===== src/rtl/pllcfg_recover_pkg.sv =====
package pllcfg_recover_pkg;

    typedef enum logic [2:0] {
        IDLE,
        WAIT_HIGH,
        SETTLE,
        RESET,
        CHECK_LOW,
        DONE
    } seq_state_e;

    typedef struct packed {
        logic areset;
        logic busy;
        logic done;
    } seq_out_t;

    localparam int SETTLE_CAP_NS = 2000;
    localparam int RESET_MIN_NS  = 500;

    function automatic int settle_cycles(int req, int mhz);
        int cap;
        int v;
        cap = (mhz * SETTLE_CAP_NS) / 1000;
        v   = (req < cap) ? req : cap;
        return (v < 1) ? 1 : v;
    endfunction

    function automatic int reset_cycles(int req, int mhz);
        int lo;
        lo = (mhz * RESET_MIN_NS + 999) / 1000;
        if (lo < 1) lo = 1;
        return (req > lo) ? req : lo;
    endfunction

    function automatic int max3(int a, int b, int c);
        int m;
        m = (a > b) ? a : b;
        return (m > c) ? m : c;
    endfunction

endpackage


===== src/rtl/prr_sync.sv =====
module prr_sync #(
    parameter int STAGES = 2
) (
    input  logic clk,
    input  logic rst,
    input  logic d,
    output logic q
);
    logic [STAGES-1:0] chain;

    generate
        if (STAGES == 1) begin : g_one
            always_ff @(posedge clk) begin
                if (rst) chain <= '0;
                else     chain <= d;
            end
        end else begin : g_many
            always_ff @(posedge clk) begin
                if (rst) chain <= '0;
                else     chain <= {chain[STAGES-2:0], d};
            end
        end
    endgenerate

    assign q = chain[STAGES-1];
endmodule


===== src/rtl/prr_countdown.sv =====
module prr_countdown #(
    parameter int W = 8
) (
    input  logic         clk,
    input  logic         rst,
    input  logic         load,
    input  logic [W-1:0] load_val,
    output logic         zero
);
    logic [W-1:0] cnt;

    always_ff @(posedge clk) begin
        if (rst)           cnt <= '0;
        else if (load)     cnt <= load_val;
        else if (cnt != 0) cnt <= cnt - 1'b1;
    end

    assign zero = (cnt == '0);
endmodule


===== src/rtl/prr_seq_ctrl.sv =====
module prr_seq_ctrl
    import pllcfg_recover_pkg::*;
#(
    parameter int W          = 8,
    parameter int SETTLE_EFF = 4,
    parameter int RESET_EFF  = 4,
    parameter int CHECK_EFF  = 8
) (
    input  logic         clk,
    input  logic         rst,
    input  logic         start,
    input  logic         sdo_s,
    input  logic         tmr_zero,
    output logic         tmr_load,
    output logic [W-1:0] tmr_val,
    output seq_out_t     outs,
    output logic         err
);
    seq_state_e st, nxt;
    logic       set_err;
    logic       take_start;

    assign take_start = (st == IDLE) && start;

    always_comb begin
        nxt      = st;
        tmr_load = 1'b0;
        tmr_val  = '0;
        set_err  = 1'b0;
        unique case (st)
            IDLE: if (start) nxt = WAIT_HIGH;
            WAIT_HIGH: if (sdo_s) begin
                nxt      = SETTLE;
                tmr_load = 1'b1;
                tmr_val  = W'(SETTLE_EFF - 1);
            end
            SETTLE: if (tmr_zero) begin
                nxt      = RESET;
                tmr_load = 1'b1;
                tmr_val  = W'(RESET_EFF - 1);
            end
            RESET: if (tmr_zero) begin
                nxt      = CHECK_LOW;
                tmr_load = 1'b1;
                tmr_val  = W'(CHECK_EFF - 1);
            end
            CHECK_LOW: begin
                // a low scan output wins over an expiring window
                if (!sdo_s) nxt = DONE;
                else if (tmr_zero) begin
                    nxt     = IDLE;
                    set_err = 1'b1;
                end
            end
            DONE: nxt = IDLE;
            default: nxt = IDLE;
        endcase
    end

    always_ff @(posedge clk) begin
        if (rst) begin
            st   <= IDLE;
            outs <= '0;
            err  <= 1'b0;
        end else begin
            st          <= nxt;
            outs.areset <= (nxt == RESET);
            outs.busy   <= (nxt == WAIT_HIGH) || (nxt == SETTLE) ||
                           (nxt == RESET) || (nxt == CHECK_LOW);
            outs.done   <= (nxt == DONE);
            if (take_start)   err <= 1'b0;
            else if (set_err) err <= 1'b1;
        end
    end
endmodule


===== src/rtl/pllcfg_recover.sv =====
module pllcfg_recover
    import pllcfg_recover_pkg::*;
#(
    parameter int CLK_MHZ        = 125,
    parameter int SETTLE_REQ_CYC = 300,
    parameter int RST_REQ_CYC    = 0,
    parameter int CHECK_CYC      = 8,
    parameter int SYNC_STAGES    = 2
) (
    input  logic clk,
    input  logic rst,
    input  logic cfg_start,
    input  logic scan_out,
    output logic pll_areset,
    output logic busy,
    output logic done,
    output logic err
);
    localparam int SETTLE_EFF = settle_cycles(SETTLE_REQ_CYC, CLK_MHZ);
    localparam int RESET_EFF  = reset_cycles(RST_REQ_CYC, CLK_MHZ);
    localparam int CHECK_EFF  = (CHECK_CYC < 1) ? 1 : CHECK_CYC;
    localparam int LONGEST    = max3(SETTLE_EFF, RESET_EFF, CHECK_EFF);
    localparam int CNT_W      = $clog2(LONGEST + 1);

    logic             sdo_s;
    logic             tmr_load;
    logic [CNT_W-1:0] tmr_val;
    logic             tmr_zero;
    seq_out_t         outs;

    prr_sync #(.STAGES(SYNC_STAGES)) u_sync (
        .clk (clk),
        .rst (rst),
        .d   (scan_out),
        .q   (sdo_s)
    );

    prr_countdown #(.W(CNT_W)) u_tmr (
        .clk      (clk),
        .rst      (rst),
        .load     (tmr_load),
        .load_val (tmr_val),
        .zero     (tmr_zero)
    );

    prr_seq_ctrl #(
        .W          (CNT_W),
        .SETTLE_EFF (SETTLE_EFF),
        .RESET_EFF  (RESET_EFF),
        .CHECK_EFF  (CHECK_EFF)
    ) u_ctrl (
        .clk      (clk),
        .rst      (rst),
        .start    (cfg_start),
        .sdo_s    (sdo_s),
        .tmr_zero (tmr_zero),
        .tmr_load (tmr_load),
        .tmr_val  (tmr_val),
        .outs     (outs),
        .err      (err)
    );

    assign pll_areset = outs.areset;
    assign busy       = outs.busy;
    assign done       = outs.done;
endmodule


===== config.mk =====
export PLATFORM = sky130hd
export DESIGN_NAME = pllcfg_recover
export DESIGN_NICKNAME = d
export VERILOG_FILES = /design/src/rtl/pllcfg_recover_pkg.sv /design/src/rtl/prr_sync.sv /design/src/rtl/prr_countdown.sv /design/src/rtl/prr_seq_ctrl.sv /design/src/rtl/pllcfg_recover.sv
export SDC_FILE = /design/constraint.sdc
export NUM_CORES = 1
export LEC_CHECK = 0
export CORE_MARGIN = 2
export CORE_UTILIZATION = 50
export CTS_CLUSTER_DIAMETER = 50
export DETAILED_ROUTE_END_ITERATION = 10
export PLACE_DENSITY = 0.84
export SYNTH_ARGS = -nofsm -noshare
export SYNTH_HDL_FRONTEND = slang
export SYNTH_HIERARCHICAL = 1
export SYNTH_SLANG_ARGS = --single-unit

===== constraint.sdc =====
create_clock -name clk -period 2.25 [get_ports clk]
set_clock_uncertainty 0.15 [all_clocks]
set_input_delay 0.45 -clock clk [delete_from_list [all_inputs] [get_ports clk]]
set_output_delay 0.45 -clock clk [all_outputs]
set_load 0.005 [all_outputs]

==> results.cfg, run 1 <==
[run_status]
outcome = finished, final reports clean

[clock_tree]
clockBufferDepth = 2
worstSkewPairLatency_ps = 280
cts_buffers = 3
cts_sinks = 17
cts_tree = built
hold_buffers = 0
h-tree-depth = 1
cts-root-buf = clkbuf_4
cts.reportedPaths.clkPinSlew_ps = 100
postCtsSetupRepairBufs = 0

[setup_path]
crit_required_ps = 2290
r2r.worst_path.cells = 8
crit_cells = 8
worstSetupPathType = reg2reg
cp_slowest_stage_delay_ps = 370
cpMaxStageDelayCell = dfxtp_2
r2r_slack_ps = 170
cp-end-kind = flip-flop
path_cells = inv_1 > ha_1 > and4bb_1 > nand2_1 > o21ai_0 > buf_4 > or2_2 > o32ai_1
start_kind = flip-flop
cp_data_arrival_time_ps = 2130
worstPathMaxFanout = 14
crit_family = simple AND/OR/NAND/NOR gates
crit-reg2reg-capture = u_tmr/cnt[5]
worst_r2r_startpoint = u_tmr/cnt[0]
path_buf_inv = 2

[global_route]
overflow = 0
grt_max_degree = 15
grtUsageMet3 = 0.05769
top_usage_layer = met2
grt_pass1_vias = 673
met1_usage = 0.2541
antenna_found_initial = 0
grt_use_met2 = 0.2784
grt_pass1_wl_mm = 2.918
track_usage = 0.1898

[pwr]
p_leak_nw = 0.3948
power_density_nw_per_um2 = 1016
ir_drop_mv = 0.5624

[route]
wl_per_cell_microns = 12.75
drtIter0Drc = 37
vias = 769
drc_errors = 0
ant_nets = 0
drt-total-wl_mm = 1.747
firstDrtPassIters = 4
vias_per_cell = 5.613

[placement]
gp_routability_congestion = 0.7871
dp_slack_ps = 170.0
placed_area_sq_um = 997.2
dp_cells = 133
hpwl_mm = 1.213
portBuffers = 7

[logic_synthesis]
ys_seq_area_frac = 0.3632
ys_warn_count = 6
synth_cell_type_count = 36
ys_ff_latch = 17
synth_cells = 106
syn_area_sq_um = 937.1
syn_area_per_cell_sq_um = 8.841
syn_nets = 111

[sta]
finalCritPeriodShare = 0.9265
tns_ps = 0
relSlewSlack = 0.7455
max_freq_mhz = 479.7
drv_slew = 0
worstMarginPinSlew_ps = 378.5
rsz0062_at_grt = no
fin_crit_ps = 2085
hold_violations = 0
setup_viol = 0
setup_ws_ps = 165.5

[floorplan]
die_w_microns = 47.30
chipHeight_microns = 47.30
initial_core_util = 0.5369
ios = 8
die_area_sq_um = 2237
fp.coreArea_sq_um = 1745
rows = 15

[finish]
area_delta_synth_final_pct = 9.345
num-nets-final = 118
diodes = 0
finalNonFillerCells = 137
finish.instance_area_sq_um = 1025
drive_gt1_frac = 0.1696

[min_path]
holdPathStages = 1
hp-start = u_sync/chain[0]
worstHoldEndpoint = u_sync/chain[1]
hp-class = reg2reg

[run]
cap_violations = 0
cell families (layout without fill, tap and decap cells):
kind of cell / after synthesis / in the layout / share of synthesized area
AO/OA/AOI/OAI: 19 / 19 / 0.1575
XOR/XNOR: 4 / 4 / 0.03739
adder cells (fa/ha/maj): 1 / 1 / 0.01335
buffers and inverters: 17 / 23 / 0.1162
flip-flops: 17 / 17 / 0.3632
multiplexers: 2 / 2 / 0.02136
AND/OR/NAND/NOR: 46 / 46 / 0.2911
final cells by class:
cell class / instances / area, sq um
multi-input combinational: 72 / 488.0
timing repair buffer: 13 / 115.1
tap: 25 / 31.28
fill: 144 / 720.7
inverter: 6 / 22.52
clock buffer: 4 / 26.28
sequential: 17 / 341.6
through the flow:
step / hold slack [ps] / utilization / total power [mW]
after floorplan: 263.8 / - / 0.8217
after detailed placement: 300.1 / 0.5713 / 0.8757
after CTS: 317.1 / 0.5864 / 1.037
final: 311.3 / 0.5871 / 1.042
after global placement: 291.4 / 0.5713 / 0.8654
after global routing: 328.2 / 0.5871 / 1.121
registers in the layout, summed over array words and instances, names as in the netlist:
register	flops
u_tmr/cnt	8
u_sync/chain	2
u_ctrl/st	3
u_ctrl/outs	3
u_ctrl/err	1
power breakdown:
part / total [mW] / internal, mW / switching, mW
combinational: 0.454 / 0.230 / 0.224
clock: 0.158 / 0.0688 / 0.0895
sequential: 0.430 / 0.361 / 0.0686
total: 1.04 / 0.660 / 0.382
worst max-delay path by stage:
stage / from / endpoint / slack (ps)
CTS: u_tmr/cnt[0] / u_tmr/cnt[5] / 140
detailed placement: u_tmr/cnt[0] / u_tmr/cnt[5] / 170
floorplan: u_tmr/cnt[3] / u_tmr/cnt[0] / 40
global route: u_tmr/cnt[0] / u_tmr/cnt[5] / 40
finish: u_tmr/cnt[0] / u_tmr/cnt[5] / 170
global placement: u_tmr/cnt[0] / u_tmr/cnt[5] / 270
synth_stat cells:
master | n | share of area
nor2b_1 | 4 | 0.027
nor3b_1 | 1 | 0.0080
and2b_2 | 1 | 0.0093
o21a_1 | 1 | 0.0080
nand2_1 | 13 | 0.052
nor2b_2 | 1 | 0.0093
ha_1 | 1 | 0.013
xnor2_1 | 3 | 0.028
nor3_1 | 7 | 0.037
nand3b_2 | 1 | 0.012
buf_6 | 3 | 0.036
a22oi_1 | 1 | 0.0080
a211oi_1 | 1 | 0.0080
xor2_1 | 1 | 0.0093
a311oi_1 | 1 | 0.0093
a211oi_2 | 1 | 0.013
a21oi_1 | 4 | 0.021
o211ai_2 | 1 | 0.013
nand3_1 | 4 | 0.021
a21boi_0 | 1 | 0.0080
clkbuf_1 | 2 | 0.0080
o41ai_1 | 1 | 0.0093
nor2_1 | 6 | 0.024
and4b_1 | 1 | 0.011
nand4_1 | 2 | 0.013
and4bb_1 | 1 | 0.013
or4_4 | 2 | 0.024
dfxtp_1 | 17 | 0.36
o21ai_0 | 1 | 0.0053
or2_2 | 1 | 0.0067
o31ai_1 | 2 | 0.016
buf_4 | 6 | 0.048
nor4_4 | 1 | 0.023
inv_1 | 6 | 0.024
o32ai_1 | 4 | 0.037
mux2i_1 | 2 | 0.021
worst register-to-register path, stage by stage (launching register included):
cell and delay, ps:
dfxtp_2 370, inv_1 60, ha_1 200, and4bb_1 220
nand2_1 100, o21ai_0 80, buf_4 190, or2_2 340
o32ai_1 270
placed cells by master (no fill, tap or decap):
cell	n
a211oi_1	1
o21a_1	1
nor3_1	7
nand4_1	2
o41ai_1	1
a22oi_1	1
nor2b_1	4
dfxtp_2	1
o211ai_2	1
mux2i_1	2
nand2_1	13
inv_1	6
nor4_4	1
o31ai_1	2
a311oi_1	1
and2b_2	1
ha_1	1
and4bb_1	1
nor2b_2	1
buf_4	6
dfxtp_1	16
a211oi_2	1
xnor2_1	3
nor3b_1	1
nand3_1	4
o21ai_0	1
o32ai_1	4
clkbuf_1	1
clkbuf_4	3
nor2_1	6
xor2_1	1
and4b_1	1
a21boi_0	1
a21oi_1	4
or2_2	1
or4_4	2
nand3b_2	1
clkdlybuf4s50_1	7
layer usage:
layer / share of wire / wire length, microns
met1: 0.47 / 822
met2: 0.47 / 827
met3: 0.039 / 68
met4: 0.016 / 28
met5: 0 / 0
what timing repair did:
| item | CTS | global route |
|---|---|---|
| endpoints found under the hold margin | 0 | 0 |
| setup endpoints to repair | 0 | 2 |
| gates resized for setup | 0 | 1 |
Note: power is estimated with default switching activity, not from simulation.
==> inputs of run 2 (changes only) <==
- ABC_CLOCK_PERIOD_IN_PS: not set -> 2250
==> results of run 2 <==
Same layout as run 1: the final DEF is identical, and so are final timing and power.
